### src/rtl/acc_alu_pkg.sv
// Package: shared widths, flag bit positions and operation codes for the
// accumulator ALU. Assumes an 8-bit datapath split into two 4-bit nibbles.
package acc_alu_pkg;

    localparam int unsigned DATA_W = 8;
    localparam int unsigned NIB_W  = DATA_W / 2;
    localparam int unsigned FLAG_N = 5;

    // Flag positions inside the packed flag vector
    localparam int unsigned FL_CY   = 0;
    localparam int unsigned FL_PAR  = 1;
    localparam int unsigned FL_AUX  = 2;
    localparam int unsigned FL_ZERO = 3;
    localparam int unsigned FL_SIGN = 4;

    typedef enum logic [3:0] {
        OP_ADD = 4'd0,
        OP_ADC = 4'd1,
        OP_SUB = 4'd2,
        OP_CMP = 4'd3,
        OP_AND = 4'd4,
        OP_INC = 4'd5,
        OP_DEC = 4'd6,
        OP_CPL = 4'd7,
        OP_CMC = 4'd8,
        OP_STC = 4'd9,
        OP_RRC = 4'd10,
        OP_DAA = 4'd11
    } alu_op_e;

    // Even parity: 1 when the value holds an even count of set bits
    function automatic logic even_par(input logic [DATA_W-1:0] v);
        return ~(^v);
    endfunction

endpackage

### src/rtl/acc_alu_addsub.sv
// Module: shared adder/subtractor for ADD, ADC, SUB, CMP, INC and DEC.
// Produces the result, the carry (or borrow) out of the top bit and the
// carry (or borrow) across the nibble boundary. Assumes cin is 0 or 1.
module acc_alu_addsub #(
    parameter int unsigned W  = 8,
    parameter int unsigned NW = 4
) (
    input  logic [W-1:0] a,
    input  logic [W-1:0] b,
    input  logic         cin,
    input  logic         sub,
    output logic [W-1:0] sum,
    output logic         cout,
    output logic         hcout
);
    logic [W:0]  full_r;
    logic [NW:0] nib_r;

    // Wide and nibble-wide operations; the extra bit is carry or borrow
    always_comb begin
        if (sub) begin
            full_r = {1'b0, a} - {1'b0, b} - {{W{1'b0}}, cin};
            nib_r  = {1'b0, a[NW-1:0]} - {1'b0, b[NW-1:0]} - {{NW{1'b0}}, cin};
        end else begin
            full_r = {1'b0, a} + {1'b0, b} + {{W{1'b0}}, cin};
            nib_r  = {1'b0, a[NW-1:0]} + {1'b0, b[NW-1:0]} + {{NW{1'b0}}, cin};
        end
    end

    assign sum   = full_r[W-1:0];
    assign cout  = full_r[W];
    assign hcout = nib_r[NW];

endmodule

### src/rtl/acc_alu_bitops.sv
// Module: bitwise results for AND, complement and rotate right through carry.
// Assumes the caller supplies the current carry flag as cy.
module acc_alu_bitops #(
    parameter int unsigned W = 8
) (
    input  logic [W-1:0] a,
    input  logic [W-1:0] b,
    input  logic         cy,
    output logic [W-1:0] and_r,
    output logic [W-1:0] cpl_r,
    output logic [W-1:0] rrc_r
);
    // Pure wiring of the three bitwise results
    assign and_r = a & b;
    assign cpl_r = ~a;
    assign rrc_r = {cy, a[W-1:1]};

endmodule

### src/rtl/acc_alu_decadj.sv
// Module: two-step decimal adjust of the accumulator after BCD addition.
// The low step looks at the low nibble and aux carry. The high step looks at
// the partially adjusted high nibble and carry. Assumes an 8-bit value.
module acc_alu_decadj
    import acc_alu_pkg::*;
(
    input  logic [DATA_W-1:0] a,
    input  logic              ac_in,
    input  logic              cy_in,
    output logic [DATA_W-1:0] r,
    output logic              ac_out,
    output logic              cy_out
);
    localparam logic [NIB_W-1:0] BCD_MAX = NIB_W'(9);
    localparam logic [NIB_W-1:0] ADJ     = NIB_W'(6);

    logic              lo_fix;
    logic              hi_fix;
    logic [NIB_W:0]    lo_sum;
    logic [DATA_W:0]   step1;
    logic [DATA_W:0]   step2;

    // Low-nibble correction step and its half carry
    always_comb begin
        lo_fix = (a[NIB_W-1:0] > BCD_MAX) || ac_in;
        lo_sum = {1'b0, a[NIB_W-1:0]} + {1'b0, (lo_fix ? ADJ : '0)};
        step1  = {1'b0, a} + {{(DATA_W-NIB_W+1){1'b0}}, (lo_fix ? ADJ : '0)};
    end

    // High-nibble correction step on the partially adjusted value
    always_comb begin
        hi_fix = (step1[DATA_W-1:NIB_W] > BCD_MAX) || cy_in || step1[DATA_W];
        step2  = {1'b0, step1[DATA_W-1:0]}
               + {1'b0, (hi_fix ? ADJ : '0), {NIB_W{1'b0}}};
    end

    assign r      = step2[DATA_W-1:0];
    assign ac_out = lo_fix & lo_sum[NIB_W];
    assign cy_out = cy_in | step1[DATA_W] | step2[DATA_W];

endmodule

### src/rtl/acc_alu_flagreg.sv
// Module: per-bit enabled flag register with synchronous active-low reset.
// Each bit loads its next value only when the update strobe and its own
// enable are both high.
module acc_alu_flagreg #(
    parameter int unsigned N = 5
) (
    input  logic         clk,
    input  logic         rst_n,
    input  logic         upd,
    input  logic [N-1:0] we,
    input  logic [N-1:0] d,
    output logic [N-1:0] q
);
    for (genvar gi = 0; gi < N; gi++) begin : g_bit
        logic bit_q;
        // Hold or load one flag bit
        always_ff @(posedge clk) begin
            if (!rst_n)
                bit_q <= 1'b0;
            else if (upd && we[gi])
                bit_q <= d[gi];
        end
        assign q[gi] = bit_q;
    end

endmodule

### src/rtl/acc_alu.sv
// Module: accumulator ALU top. Decodes the operation, steers the operands
// into the shared adder, selects the result and builds the per-flag write
// enables and next flag values. Assumes the operand was fetched earlier and
// that the datapath stores res into the accumulator when acc_we is high.
module acc_alu
    import acc_alu_pkg::*;
(
    input  logic              clk,
    input  logic              rst_n,
    input  logic              op_valid,
    input  logic [3:0]        op,
    input  logic [DATA_W-1:0] acc_in,
    input  logic [DATA_W-1:0] opnd,
    output logic [DATA_W-1:0] res,
    output logic              acc_we,
    output logic [FLAG_N-1:0] flag_we,
    output logic [FLAG_N-1:0] flags
);
    localparam logic [FLAG_N-1:0] WE_ALL   = '1;
    localparam logic [FLAG_N-1:0] WE_CARRY = FLAG_N'(1) << FL_CY;
    localparam logic [FLAG_N-1:0] WE_NO_CY = WE_ALL & ~WE_CARRY;

    logic [DATA_W-1:0] add_b;
    logic              add_cin;
    logic              add_sub;
    logic [DATA_W-1:0] add_r;
    logic              add_co;
    logic              add_hc;
    logic [DATA_W-1:0] and_r;
    logic [DATA_W-1:0] cpl_r;
    logic [DATA_W-1:0] rrc_r;
    logic [DATA_W-1:0] daa_r;
    logic              daa_ac;
    logic              daa_cy;
    logic [DATA_W-1:0] alu_r;
    logic              awe_c;
    logic [FLAG_N-1:0] we_c;
    logic [FLAG_N-1:0] nf_c;

    acc_alu_addsub #(.W(DATA_W), .NW(NIB_W)) u_addsub (
        .a     (acc_in),
        .b     (add_b),
        .cin   (add_cin),
        .sub   (add_sub),
        .sum   (add_r),
        .cout  (add_co),
        .hcout (add_hc)
    );

    acc_alu_bitops #(.W(DATA_W)) u_bitops (
        .a     (acc_in),
        .b     (opnd),
        .cy    (flags[FL_CY]),
        .and_r (and_r),
        .cpl_r (cpl_r),
        .rrc_r (rrc_r)
    );

    acc_alu_decadj u_decadj (
        .a      (acc_in),
        .ac_in  (flags[FL_AUX]),
        .cy_in  (flags[FL_CY]),
        .r      (daa_r),
        .ac_out (daa_ac),
        .cy_out (daa_cy)
    );

    // Operation decode: adder steering, result select, enables, carry/aux
    always_comb begin
        add_b   = opnd;
        add_cin = 1'b0;
        add_sub = 1'b0;
        alu_r   = acc_in;
        awe_c   = 1'b0;
        we_c    = '0;
        nf_c    = flags;
        case (op)
            OP_ADD, OP_ADC: begin
                add_cin        = (op == OP_ADC) ? flags[FL_CY] : 1'b0;
                alu_r          = add_r;
                awe_c          = 1'b1;
                we_c           = WE_ALL;
                nf_c[FL_CY]    = add_co;
                nf_c[FL_AUX]   = add_hc;
            end
            OP_SUB, OP_CMP: begin
                add_sub        = 1'b1;
                alu_r          = add_r;
                awe_c          = (op == OP_SUB);
                we_c           = WE_ALL;
                nf_c[FL_CY]    = add_co;
                nf_c[FL_AUX]   = add_hc;
            end
            OP_AND: begin
                alu_r          = and_r;
                awe_c          = 1'b1;
                we_c           = WE_ALL;
                nf_c[FL_CY]    = 1'b0;
                nf_c[FL_AUX]   = 1'b1;
            end
            OP_INC, OP_DEC: begin
                add_b          = '0;
                add_cin        = 1'b1;
                add_sub        = (op == OP_DEC);
                alu_r          = add_r;
                awe_c          = 1'b1;
                we_c           = WE_NO_CY;
                nf_c[FL_AUX]   = add_hc;
            end
            OP_CPL: begin
                alu_r          = cpl_r;
                awe_c          = 1'b1;
            end
            OP_CMC: begin
                we_c           = WE_CARRY;
                nf_c[FL_CY]    = ~flags[FL_CY];
            end
            OP_STC: begin
                we_c           = WE_CARRY;
                nf_c[FL_CY]    = 1'b1;
            end
            OP_RRC: begin
                alu_r          = rrc_r;
                awe_c          = 1'b1;
                we_c           = WE_CARRY;
                nf_c[FL_CY]    = acc_in[0];
            end
            OP_DAA: begin
                alu_r          = daa_r;
                awe_c          = 1'b1;
                we_c           = WE_ALL;
                nf_c[FL_CY]    = daa_cy;
                nf_c[FL_AUX]   = daa_ac;
            end
            default: begin
                awe_c          = 1'b0;
            end
        endcase
        nf_c[FL_SIGN] = alu_r[DATA_W-1];
        nf_c[FL_ZERO] = (alu_r == '0);
        nf_c[FL_PAR]  = even_par(alu_r);
    end

    // Gate the enables with the operation strobe
    assign res     = alu_r;
    assign acc_we  = op_valid & awe_c;
    assign flag_we = op_valid ? we_c : '0;

    acc_alu_flagreg #(.N(FLAG_N)) u_flagreg (
        .clk   (clk),
        .rst_n (rst_n),
        .upd   (op_valid),
        .we    (we_c),
        .d     (nf_c),
        .q     (flags)
    );

endmodule

### config.mk
export PLATFORM = sky130hd
export DESIGN_NAME = acc_alu
export DESIGN_NICKNAME = d
export VERILOG_FILES = /design/src/rtl/acc_alu_pkg.sv /design/src/rtl/acc_alu_addsub.sv /design/src/rtl/acc_alu_bitops.sv /design/src/rtl/acc_alu_decadj.sv /design/src/rtl/acc_alu_flagreg.sv /design/src/rtl/acc_alu.sv
export SDC_FILE = /design/constraint.sdc
export NUM_CORES = 1
export LEC_CHECK = 0
export ABC_CLOCK_PERIOD_IN_PS = 6000
export BUFFER_PORTS_ARGS = -buffer_cell sky130_fd_sc_hd__buf_4
export CORE_AREA = 5 5 76 78
export CTS_CLUSTER_DIAMETER = 200
export CTS_CLUSTER_SIZE = 14
export DETAILED_ROUTE_END_ITERATION = 8
export DIE_AREA = 0 0 81 83
export PLACE_DENSITY = 0.71
export SETUP_SLACK_MARGIN = 0.2
export SKIP_CTS_REPAIR_TIMING = 1
export SYNTH_ARGS = -nofsm -noshare
export SYNTH_HDL_FRONTEND = slang
export SYNTH_SLANG_ARGS = --single-unit
export TNS_END_PERCENT = 1
### constraint.sdc
create_clock -name clk -period 6 [get_ports clk]
set_input_delay 1.2 -clock clk [delete_from_list [all_inputs] [get_ports clk]]
set_output_delay 1.2 -clock clk [all_outputs]
set_load 0.03 [all_outputs]
==> reports/results.ini <==
[synthesis]
avgSynthCellArea_um2 = 6.98
ys_ff_latch = 5
ys_seq_area_share_pct = 4.39
synth_top_area_share_pct = 15.9
synthesis.nets = 385
ys.flop_type = dfxtp_1
synthCells = 327
synth-edff-count = 0
yosysWarnings = 0
synth_cell_types = 60
synth_top_area_cell = ha_1
ys_top_cells_by_area = ha_1, xnor2_1, inv_1
netlist_area_um2 = 2280
async_reset_ff_share_pct = 0

[setup_path]
crit_path_frequent_cell = ha_2
cp_max_fo = 5
start_kind = primary input
crit_buf_inv = 3
path_cells = buf_4 > o21ai_0 > nand2b_1 > ha_2 > inv_1 > fa_2 > or3_1 > and3_4 > nor3_1 > o21ai_1 > ha_2 > ha_2 > or2_2 > o211a_1 > mux2i_1 > o211ai_1 > a21boi_1 > buf_4
max_stage_delay_ns = 0.40
endpoint_kind = primary output
cp.arrival_ns = 4.53
required_ns = 4.80
slowest_stage = or3_1
worstSetupPathType = primary input to primary output
crit_family = simple AND/OR/NAND/NOR gates

[final_layout]
areaGrowthSynthToFinish_pct = 19.6
antenna_cells = 0
design_area_um2 = 2730
final_common_cell = buf_4
drive_gt1_share_pct = 21.0
regMostFlops = u_flagreg.g_bit.bit_q
nNetsFinal = 425
largest_reg_flops = 5
layout_common_cells = buf_4, inv_1, nand2_1
nFillCells = 517
top_regs = u_flagreg.g_bit.bit_q x5

[grt]
first_global_vias = 2428
antenna_found_initial = 0
grt_pass1_wl_um = 11700
overflow = 0
grt_max_degree = 22
grt_use_total_pct = 21.3

[cts]
clkTransAtPathRegs_ns = 0.04
h-tree-depth = 1
clock_sinks = 5
cts_max_path_buffers = 2
clk_latency_ns = 0.22
cts_buffers = 3
cts_tree = built
ctsRootBufferMaster = clkbuf_8

[placed_design]
gp_congestion = 1.01
place_area_um2 = 2640
io_buffers = 41
place_hpwl_um = 5800
pre_cts_ws_ns = 0.121

[routing]
dr.pass1.iters = 5
wl_met3_um = 479
dr.first_iter.drc_count = 247
postRouteAntennaNets = 0
wl_per_cell_um = 16.5
drc = 0
wl_met2_um = 3440
num_vias = 2562
drt-met1-wl_um = 3180
routed.top_layer = met4
routed_wl_um = 7190
route.detailed.vias_per_inst = 5.88

[timing]
rsz0062_at_grt = yes
skew_ns = 0.00208
max_slew_margin_pct = 38.3
fin_tns_setup_ns = 0
fin_crit_ns = 5.73
clock.fmax_mhz = 175
post-route-worst-setup-slack_ns = 0.274
setup_violations = 0
worstMarginPinSlew_ns = 0.919
period_share_pct = 95.4
drv_slew = 0
hold_viol = 0

[flow_run]
cap_violations = 0

[pwr]
p_leak_uw = 0.00126
p_per_area_nw_per_um2 = 165
ir_drop_mv = 0.0779

[floorplanning]
fp.dieH_um = 83
fp-row-count = 26
die_w_um = 81
core_area_um2 = 5010
die_area_um2 = 6720
ios = 42
start_util_pct = 45.6

[outcome]
outcome = completed

[worst_hold_path]
holdCritPathClass = flip-flop to flip-flop

==> synthesized netlist by cell type, types with 2 or more instances <==
| cell type | number |
|---|---|
| nor2b_1 | 4 |
| clkbuf_1 | 5 |
| a221oi_1 | 4 |
| o21ai_0 | 22 |
| and2_1 | 9 |
| and3_1 | 3 |
| nand2_1 | 29 |
| dfxtp_1 | 5 |
| nor2_1 | 23 |
| inv_1 | 35 |
| buf_4 | 11 |
| fa_1 | 6 |
| o211ai_1 | 5 |
| o211a_1 | 2 |
| a211oi_1 | 5 |
| ha_1 | 29 |
| nand3_1 | 4 |
| mux2i_1 | 4 |
| or3_1 | 4 |
| nand2b_1 | 4 |
| a21oi_1 | 20 |
| a21o_1 | 3 |
| o21a_1 | 7 |
| nand4_1 | 4 |
| or2_2 | 4 |
| xnor2_1 | 16 |
| a22o_1 | 2 |
| a21boi_0 | 3 |
| a211o_1 | 3 |
| o22ai_1 | 8 |
| a31oi_1 | 3 |
| nor3_1 | 8 |
| o31ai_1 | 2 |
| buf_2 | 5 |
==> cell families (layout without fill, tap and decap cells) <==
family	count (synthesis)	count (layout)	synth area share [%]
compound gates	104	104	31.1
simple gates	104	104	23.5
buf+inv	58	97	11.6
fa+ha+maj	35	35	21.2
xor+xnor	17	17	6.52
flops	5	5	4.39
mux	4	4	1.75
==> where the power goes <==
group          internal, µW  switching, µW  total (µW)
combinational           149            198         348
clock                  45.7           17.9        63.6
sequential             37.1           1.73        38.8
==> tightest hold or removal path: stages (launching register included) <==
cell and delay (ns):
dfxtp_1 0.30, nand2_1 0.05, a21boi_0 0.06
==> area by class of cell <==
| type | count | area [µm²] | share of cell area (%) |
|---|---|---|---|
| Sequential cell | 5 | 100 | 3.67 |
| Tap cell | 70 | 87.6 | 3.21 |
| Clock buffer | 4 | 45.0 | 1.65 |
| Inverter | 36 | 135 | 4.95 |
| Multi-Input combinational cell | 264 | 1930 | 70.8 |
| Timing Repair Buffer | 57 | 428 | 15.7 |
==> through the flow <==
| step | power, µW | std cells | utilization [%] | hold slack, ns |
|---|---|---|---|---|
| final | 450 | 436 | 54.5 | 0.464 |
| after CTS | 440 | 432 | 53.5 | 0.465 |
| after global placement | 369 | 428 | 52.6 | 0.452 |
| after global routing | 490 | 436 | 54.5 | 0.526 |
| after detailed placement | 374 | 428 | 52.6 | 0.462 |
| after floorplan | 282 | 327 | - | 0.441 |
==> routing by layer <==
| layer | track usage (%) | up-vias |
|---|---|---|
| li1 | - | 1240 |
| met1 | 29.5 | 1201 |
| met2 | 35.4 | 113 |
| met3 | 2.38 | 8 |
| met4 | 4.15 | 0 |
| met5 | 0 | - |
==> worst paths after layout <==
kind,to,cells after the start,start,slack (ns)
setup / recovery,res[7],18,acc_in[2],0.27
hold / removal,u_flagreg.g_bit[1].bit_q$_SDFFE_PN0P_,2,u_flagreg.g_bit[1].bit_q$_SDFFE_PN0P_,0.46
setup reg to reg,u_flagreg.g_bit[1].bit_q$_SDFFE_PN0P_,22,u_flagreg.g_bit[2].bit_q$_SDFFE_PN0P_,1.56
hold reg to reg,u_flagreg.g_bit[1].bit_q$_SDFFE_PN0P_,2,u_flagreg.g_bit[1].bit_q$_SDFFE_PN0P_,0.46
Power figures use the tool's default switching activity.
